==> src/rtl/mbox_pkg.sv <==
package mbox_pkg;
  localparam int DATA_W   = 8;
  localparam int REG_W    = 32;
  localparam int POS_PEND = 25;
  localparam int POS_TMO  = 24;
  localparam int POS_DIR  = 23;
  localparam int POS_GID  = 20;
  localparam int POS_GREG = 16;

  typedef enum logic [1:0] {
    ST_IDLE   = 2'd0,
    ST_ASSERT = 2'd1,
    ST_WAIT   = 2'd2,
    ST_DONE   = 2'd3
  } cyc_state_e;
endpackage

==> src/rtl/mbox_tmo_ctr.sv <==
module mbox_tmo_ctr #(
  parameter int TMO_CLKS = 64
) (
  input  logic clk,
  input  logic rst_n,
  input  logic run,
  output logic expire
);
  localparam int CW = $clog2(TMO_CLKS + 1);
  localparam logic [CW-1:0] LAST = CW'(TMO_CLKS - 1);

  logic [CW-1:0] cnt_q, cnt_d;

  always_comb begin
    cnt_d = cnt_q;
    if (!run)
      cnt_d = '0;
    else if (cnt_q != LAST)
      cnt_d = cnt_q + 1'b1;
  end

  always_ff @(posedge clk or negedge rst_n) begin
    if (!rst_n) cnt_q <= '0;
    else        cnt_q <= cnt_d;
  end

  // counts select clocks: 0 on the address clock, so LAST marks the final allowed clock
  assign expire = run && (cnt_q == LAST);

  p_cnt_bound_r8: assert property (@(posedge clk) disable iff (!rst_n)
    cnt_q <= LAST);
  p_cnt_idle_r8: assert property (@(posedge clk) disable iff (!rst_n)
    !run |=> cnt_q == '0);
endmodule

==> src/rtl/mbox_regs.sv <==
module mbox_regs
  import mbox_pkg::*;
#(
  parameter int IDW = 3,
  parameter int AW  = 3
) (
  input  logic              clk,
  input  logic              rst_n,
  input  logic              wr_en,
  input  logic [3:0]        wr_be,
  input  logic [REG_W-1:0]  wr_data,
  input  logic              cyc_end,
  input  logic              tmo_evt,
  input  logic              rd_capture,
  input  logic [DATA_W-1:0] gb_rdata,
  output logic              pend,
  output logic              dir,
  output logic [IDW-1:0]    gid,
  output logic [AW-1:0]     greg,
  output logic [DATA_W-1:0] data,
  output logic [REG_W-1:0]  rd_data
);
  logic              pend_d, tmo_q, tmo_d, dir_d;
  logic [IDW-1:0]    gid_d;
  logic [AW-1:0]     greg_d;
  logic [DATA_W-1:0] data_d;
  logic start_wr, cfg_wr, tmo_clr, pend_clr;

  assign start_wr = wr_en && wr_be[0];
  assign cfg_wr   = wr_en && wr_be[2] && !pend;
  assign tmo_clr  = wr_en && wr_be[3] && wr_data[POS_TMO];
  assign pend_clr = cyc_end || tmo_evt;

  always_comb begin
    // clear beats set on a collision
    pend_d = pend;
    if (pend_clr)      pend_d = 1'b0;
    else if (start_wr) pend_d = 1'b1;

    // set beats clear on a collision
    tmo_d = tmo_q;
    if (tmo_evt)      tmo_d = 1'b1;
    else if (tmo_clr) tmo_d = 1'b0;

    dir_d  = dir;
    gid_d  = gid;
    greg_d = greg;
    if (cfg_wr) begin
      dir_d  = wr_data[POS_DIR];
      gid_d  = wr_data[POS_GID +: IDW];
      greg_d = wr_data[POS_GREG +: AW];
    end

    data_d = data;
    if (rd_capture)             data_d = gb_rdata;
    else if (start_wr && !pend) data_d = wr_data[DATA_W-1:0];
  end

  always_ff @(posedge clk or negedge rst_n) begin
    if (!rst_n) begin
      pend  <= 1'b0;
      tmo_q <= 1'b0;
      dir   <= 1'b1;
      gid   <= '0;
      greg  <= '0;
      data  <= '0;
    end else begin
      pend  <= pend_d;
      tmo_q <= tmo_d;
      dir   <= dir_d;
      gid   <= gid_d;
      greg  <= greg_d;
      data  <= data_d;
    end
  end

  always_comb begin
    rd_data                      = '0;
    rd_data[POS_PEND]            = pend;
    rd_data[POS_TMO]             = tmo_q;
    rd_data[POS_DIR]             = dir;
    rd_data[POS_GID +: IDW]      = gid;
    rd_data[POS_GREG +: AW]      = greg;
    rd_data[DATA_W-1:0]          = data;
  end

  logic unused_wr_bits;
  assign unused_wr_bits = ^{wr_data[REG_W-1:POS_TMO+1], wr_data[POS_GREG-1:DATA_W], wr_be[1]};

  p_pend_clear_r2: assert property (@(posedge clk) disable iff (!rst_n)
    pend_clr |=> !pend);
  p_tmo_sticky_r9: assert property (@(posedge clk) disable iff (!rst_n)
    tmo_evt |=> tmo_q);
  p_cfg_frozen_r10: assert property (@(posedge clk) disable iff (!rst_n)
    pend |=> $stable({dir, gid, greg}));
endmodule

==> src/rtl/mbox_cycle_fsm.sv <==
module mbox_cycle_fsm
  import mbox_pkg::*;
#(
  parameter int NUM_GUESTS = 8,
  parameter int IDW = 3,
  parameter int AW  = 3
) (
  input  logic                  clk,
  input  logic                  rst_n,
  input  logic                  pend,
  input  logic                  dir,
  input  logic [IDW-1:0]        gid,
  input  logic [AW-1:0]         greg,
  input  logic [DATA_W-1:0]     data,
  input  logic                  gb_wait_n,
  input  logic                  expire,
  output logic                  run,
  output logic                  cyc_end,
  output logic                  tmo_evt,
  output logic                  rd_capture,
  output logic [NUM_GUESTS-1:0] gb_cs_n,
  output logic [AW-1:0]         gb_addr,
  output logic                  gb_wr_n,
  output logic                  gb_rd_n,
  output logic [DATA_W-1:0]     gb_wdata,
  output logic                  gb_wdata_oe
);
  cyc_state_e st_q, st_d;

  always_comb begin
    st_d    = st_q;
    cyc_end = 1'b0;
    tmo_evt = 1'b0;
    unique case (st_q)
      ST_IDLE:   if (pend) st_d = ST_ASSERT;
      ST_ASSERT: st_d = ST_WAIT;
      ST_WAIT: begin
        if (gb_wait_n) begin
          st_d    = ST_DONE;
          cyc_end = 1'b1;
        end else if (expire) begin
          st_d    = ST_IDLE;
          tmo_evt = 1'b1;
        end
      end
      ST_DONE:   st_d = ST_IDLE;
      default:   st_d = ST_IDLE;
    endcase
  end

  always_ff @(posedge clk or negedge rst_n) begin
    if (!rst_n) st_q <= ST_IDLE;
    else        st_q <= st_d;
  end

  assign run        = (st_q == ST_ASSERT) || (st_q == ST_WAIT);
  assign rd_capture = cyc_end && !dir;

  for (genvar g = 0; g < NUM_GUESTS; g++) begin : g_cs
    assign gb_cs_n[g] = !(run && (gid == IDW'(g)));
  end

  assign gb_addr     = greg;
  assign gb_wr_n     = !(run && dir);
  assign gb_rd_n     = !(run && !dir);
  assign gb_wdata    = data;
  assign gb_wdata_oe = run && dir;

  p_cs_onehot0_r4: assert property (@(posedge clk) disable iff (!rst_n)
    $onehot0(~gb_cs_n));
  p_cs_needs_pend_r4: assert property (@(posedge clk) disable iff (!rst_n)
    !(&gb_cs_n) |-> pend);
  p_done_after_wait_r7: assert property (@(posedge clk) disable iff (!rst_n)
    (st_q == ST_WAIT && gb_wait_n) |=> (st_q == ST_DONE && &gb_cs_n));
  p_abort_drops_cs_r8: assert property (@(posedge clk) disable iff (!rst_n)
    tmo_evt |=> &gb_cs_n);
endmodule

==> src/rtl/mbox_guest_master.sv <==
module mbox_guest_master
  import mbox_pkg::*;
#(
  parameter int NUM_GUESTS = 8,
  parameter int NUM_GREGS  = 8,
  parameter int TMO_CLKS   = 64
) (
  input  logic                            clk,
  input  logic                            rst_n,
  input  logic                            host_wr_en,
  input  logic [3:0]                      host_wr_be,
  input  logic [31:0]                     host_wr_data,
  output logic [31:0]                     host_rd_data,
  output logic [NUM_GUESTS-1:0]           gb_cs_n,
  output logic [$clog2(NUM_GREGS)-1:0]    gb_addr,
  output logic                            gb_wr_n,
  output logic                            gb_rd_n,
  output logic [7:0]                      gb_wdata,
  output logic                            gb_wdata_oe,
  input  logic [7:0]                      gb_rdata,
  input  logic                            gb_wait_n
);
  localparam int IDW = $clog2(NUM_GUESTS);
  localparam int AW  = $clog2(NUM_GREGS);

  logic              pend, dir, run, cyc_end, tmo_evt, rd_capture, expire;
  logic [IDW-1:0]    gid;
  logic [AW-1:0]     greg;
  logic [DATA_W-1:0] data;

  mbox_regs #(.IDW(IDW), .AW(AW)) u_regs (
    .clk(clk), .rst_n(rst_n),
    .wr_en(host_wr_en), .wr_be(host_wr_be), .wr_data(host_wr_data),
    .cyc_end(cyc_end), .tmo_evt(tmo_evt), .rd_capture(rd_capture),
    .gb_rdata(gb_rdata),
    .pend(pend), .dir(dir), .gid(gid), .greg(greg), .data(data),
    .rd_data(host_rd_data)
  );

  mbox_tmo_ctr #(.TMO_CLKS(TMO_CLKS)) u_tmo (
    .clk(clk), .rst_n(rst_n), .run(run), .expire(expire)
  );

  mbox_cycle_fsm #(.NUM_GUESTS(NUM_GUESTS), .IDW(IDW), .AW(AW)) u_fsm (
    .clk(clk), .rst_n(rst_n),
    .pend(pend), .dir(dir), .gid(gid), .greg(greg), .data(data),
    .gb_wait_n(gb_wait_n), .expire(expire),
    .run(run), .cyc_end(cyc_end), .tmo_evt(tmo_evt), .rd_capture(rd_capture),
    .gb_cs_n(gb_cs_n), .gb_addr(gb_addr), .gb_wr_n(gb_wr_n), .gb_rd_n(gb_rd_n),
    .gb_wdata(gb_wdata), .gb_wdata_oe(gb_wdata_oe)
  );
endmodule

==> config.mk <==
export PLATFORM = sky130hd
export DESIGN_NAME = mbox_guest_master
export DESIGN_NICKNAME = d
export VERILOG_FILES = /design/src/rtl/mbox_pkg.sv /design/src/rtl/mbox_tmo_ctr.sv /design/src/rtl/mbox_regs.sv /design/src/rtl/mbox_cycle_fsm.sv /design/src/rtl/mbox_guest_master.sv
export SDC_FILE = /design/constraint.sdc
export NUM_CORES = 1
export LEC_CHECK = 0
export BUFFER_PORTS_ARGS = -buffer_cell sky130_fd_sc_hd__buf_2
export CAP_MARGIN = 20
export CORE_UTILIZATION = 45
export DETAILED_ROUTE_END_ITERATION = 10
export PLACE_DENSITY = 0.84
export SLEW_MARGIN = 5
export SYNTH_ARGS = -nofsm -noshare
export SYNTH_HDL_FRONTEND = slang
export SYNTH_SLANG_ARGS = --single-unit
==> constraint.sdc <==
create_clock -name clk -period 3.9 [get_ports clk]
set_input_delay 0.78 -clock clk [delete_from_list [all_inputs] [get_ports clk]]
set_output_delay 0.78 -clock clk [all_outputs]
set_load 0.01 [all_outputs]
==> flow_metrics.env <==
export IMPL_status="finished, final reports clean"
export IMPL_regToRegSetupSlack_ns=2.22
export IMPL_post_cts_buffers=0
export IMPL_num_rows=21
export IMPL_io_pins=102
export IMPL_antennaDiodeCount=0
export IMPL_port_buffers=69
export IMPL_fin_crit_sh_pct=73.2
export IMPL_overflow=0
export IMPL_ys_top_cells_by_area="dfrtp_1, buf_4, mux2i_1"
export IMPL_synth_avg_cell_area_um2=9.66
export IMPL_crit_slowest_cell="ha_1"
export IMPL_root_buffer="clkbuf_4"
export IMPL_core_um2=3340
export IMPL_hold_buffers=0
export IMPL_fmax_mhz=351
export IMPL_synth_edf_count=0
export IMPL_tightest_slew_ns=0.569
export IMPL_critPathArrivalTime_ns=2.07
export IMPL_fp_dieH_um=61.2
export IMPL_irDropWorstVdd_mv=0.324
export IMPL_cp_startpoint="u_fsm.st_q[1]"
export IMPL_die_area_um2=3740
export IMPL_hold_class="input pin to async pin"
export IMPL_grt_pass1_vias=1021
export IMPL_start_kind="flop"
export IMPL_syn_to_final_growth_pct=14.5
export IMPL_regArea_um2=652
export IMPL_yosysSeqAreaShare_pct=41.4
export IMPL_setup_viol=0
export IMPL_ctsResizeCount=0
export IMPL_drt_iter0_drc=38
export IMPL_drt_pass1_iter_count=5
export IMPL_synth_cell_types=34
export IMPL_slew_viol_final=0
export IMPL_cts_tree="built"
export IMPL_syn_cell_area_um2=1580
export IMPL_r2r_end="u_fsm.st_q[0]"
export IMPL_postSynthCellCount=163
export IMPL_critPathBufInv=2
export IMPL_antenna_left=0
export IMPL_clk_pin_slew_ns=0.13
export IMPL_vias=1236
export IMPL_required_ns=3.12
export IMPL_tns_ns=0
export IMPL_grt_pass1_wl_um=4220
export IMPL_wl_per_cell_um=11.0
export IMPL_viasPerCell=4.74
export IMPL_power_density_nw_per_um2=685
export IMPL_yosysTopAreaCell="dfrtp_1"
export IMPL_postSynth_asyncResetShare_pct=100
export IMPL_gp_congestion=0.739
export IMPL_insertion_delay_ns=0.32
export IMPL_skew_ns=0.00533
export IMPL_die_w_um=61.2
export IMPL_min_period_ns=2.85
export IMPL_ys_flop_type="dfrtp_1"
export IMPL_whs_ns=0.430
export IMPL_dp_hpwl_um=2180
export IMPL_yosysMostFrequentCell="buf_4"
export IMPL_rsz0062_at_grt="no"
export IMPL_r2r_start="u_fsm.st_q[1]"
export IMPL_wl_um=2860
export IMPL_p_leak_nw=0.945
export IMPL_drcViolationCount=0
export IMPL_filler_cell_count=311
export IMPL_synth_common_cells="buf_4, dfrtp_1, nand2_1, mux2i_1"
export IMPL_crit_path_max_incr_delay_ns=0.63
export IMPL_yosys_warnings=0
export IMPL_critical_path_class="flop to output pin"
export IMPL_grt_max_degree=27
export IMPL_start_util_pct=47.2
export IMPL_cp_end_kind="output pin"
export IMPL_ys_seq_elements=26
export IMPL_clk_path_buf_depth=2
export IMPL_cpLargestDelayFamily="adder cells"
export IMPL_h_tree_depth=1
export IMPL_final_net_count=268
export IMPL_drv_cap=0
export IMPL_cts_sinks=26
export IMPL_path_cells="inv_1 > ha_1 > nor2b_1 > nand3_1 > buf_2"
export IMPL_finalHoldViolCount=0
export IMPL_ff2ff_path_depth=4
export IMPL_multi_input_area_um2=712
export IMPL_grt_usage_pct=15.0
export IMPL_numCtsBuffers=3
export IMPL_netlist_area_leader_share_pct=39.7
export IMPL_slew_headroom_pct=62.0
export IMPL_critPathMaxFanout=19
export IMPL_antenna_found_initial=0
export IMPL_layout_drive_gt1_share_pct=39.1
[final cells by class]
cell class	instances	area share, %
clock buffers	4	1.46
inverters	3	0.624
multi-input cells	113	39.5
flip-flops and latches	26	36.1
well taps	46	3.19
repair buffers	69	19.1
[worst max-delay path by stage]
stage	endpoint	slack, ns	depth (start not counted)
2_1_floorplan	gb_wdata_oe	1.72	6
3_3_place_gp	gb_cs_n[5]	1.40	5
3_5_place_dp	gb_cs_n[5]	1.40	5
4_1_cts	gb_cs_n[5]	1.02	5
5_1_grt	gb_cs_n[1]	0.88	5
6_report	gb_cs_n[5]	1.05	5
[layout by cell type (no fill, tap or decap), types with 4 or more instances in the layout]
master   instances
nor3_1           4
nor2_1           6
nor2b_1          5
dfrtp_1         25
o21ai_0          4
buf_2           69
conb_1          15
nand2_1         18
a21oi_1          5
ha_1             4
mux2i_1          9
nand3_1          8
mux2_2           7
o21ai_1          8
[logic make-up (layout without fill, tap and decap cells)]
logic type | after synthesis | after routing | synth area share [%]
adders and majority gates | 4 | 4 | 3.18
muxes | 16 | 16 | 10.7
other | 1 | 15 | 0.238
xor gates and xnor gates | 1 | 1 | 0.556
buffers and inverters | 38 | 76 | 16.8
DFF | 26 | 26 | 41.4
AOI/OAI and AO/OA | 24 | 24 | 9.06
and+or+nand+nor | 53 | 53 | 18.1
[where the power goes]
| group | leakage (nW) | switching [W] | total [W] | internal (W) |
|---|---|---|---|---|
| Combinational | 0.606 | 0.000352 | 0.000645 | 0.000293 |
| Clock | 0.0150 | 0.0000758 | 0.000116 | 0.0000401 |
| Sequential | 0.324 | 0.0000962 | 0.000476 | 0.000379 |
[per-stage QoR]
step | utilization (%) | cell area [um2] | worst slack [ns] | power [W] | std cells
global route | 54.1 | 1800 | 0.881 | 0.00136 | 261
global placement | 53.3 | 1780 | 1.40 | 0.00112 | 257
floorplan | - | 1630 | 1.72 | 0.000980 | 177
detailed placement | 53.3 | 1780 | 1.40 | 0.00113 | 257
finish | 54.1 | 1800 | 1.05 | 0.00124 | 261
CTS | 54.1 | 1800 | 1.02 | 0.00125 | 261
[per-layer routing]
metal,vias up,routed length [um],global-route usage [%]
met1,560,1170,18.2
met4,0,23,3.90
li1,611,-,-
met3,5,279,3.99
met5,-,0,0
met2,60,1390,26.4
[flip-flops by register name (all words and copies together) (netlist names)]
name          flops
u_regs.pend       1
u_fsm.st_q        2
u_regs.data       8
u_regs.greg       3
u_regs.tmo_q      1
u_tmo.cnt_q       7
u_regs.gid        3
u_regs.dir        1
Power figures use the tool's default switching activity.
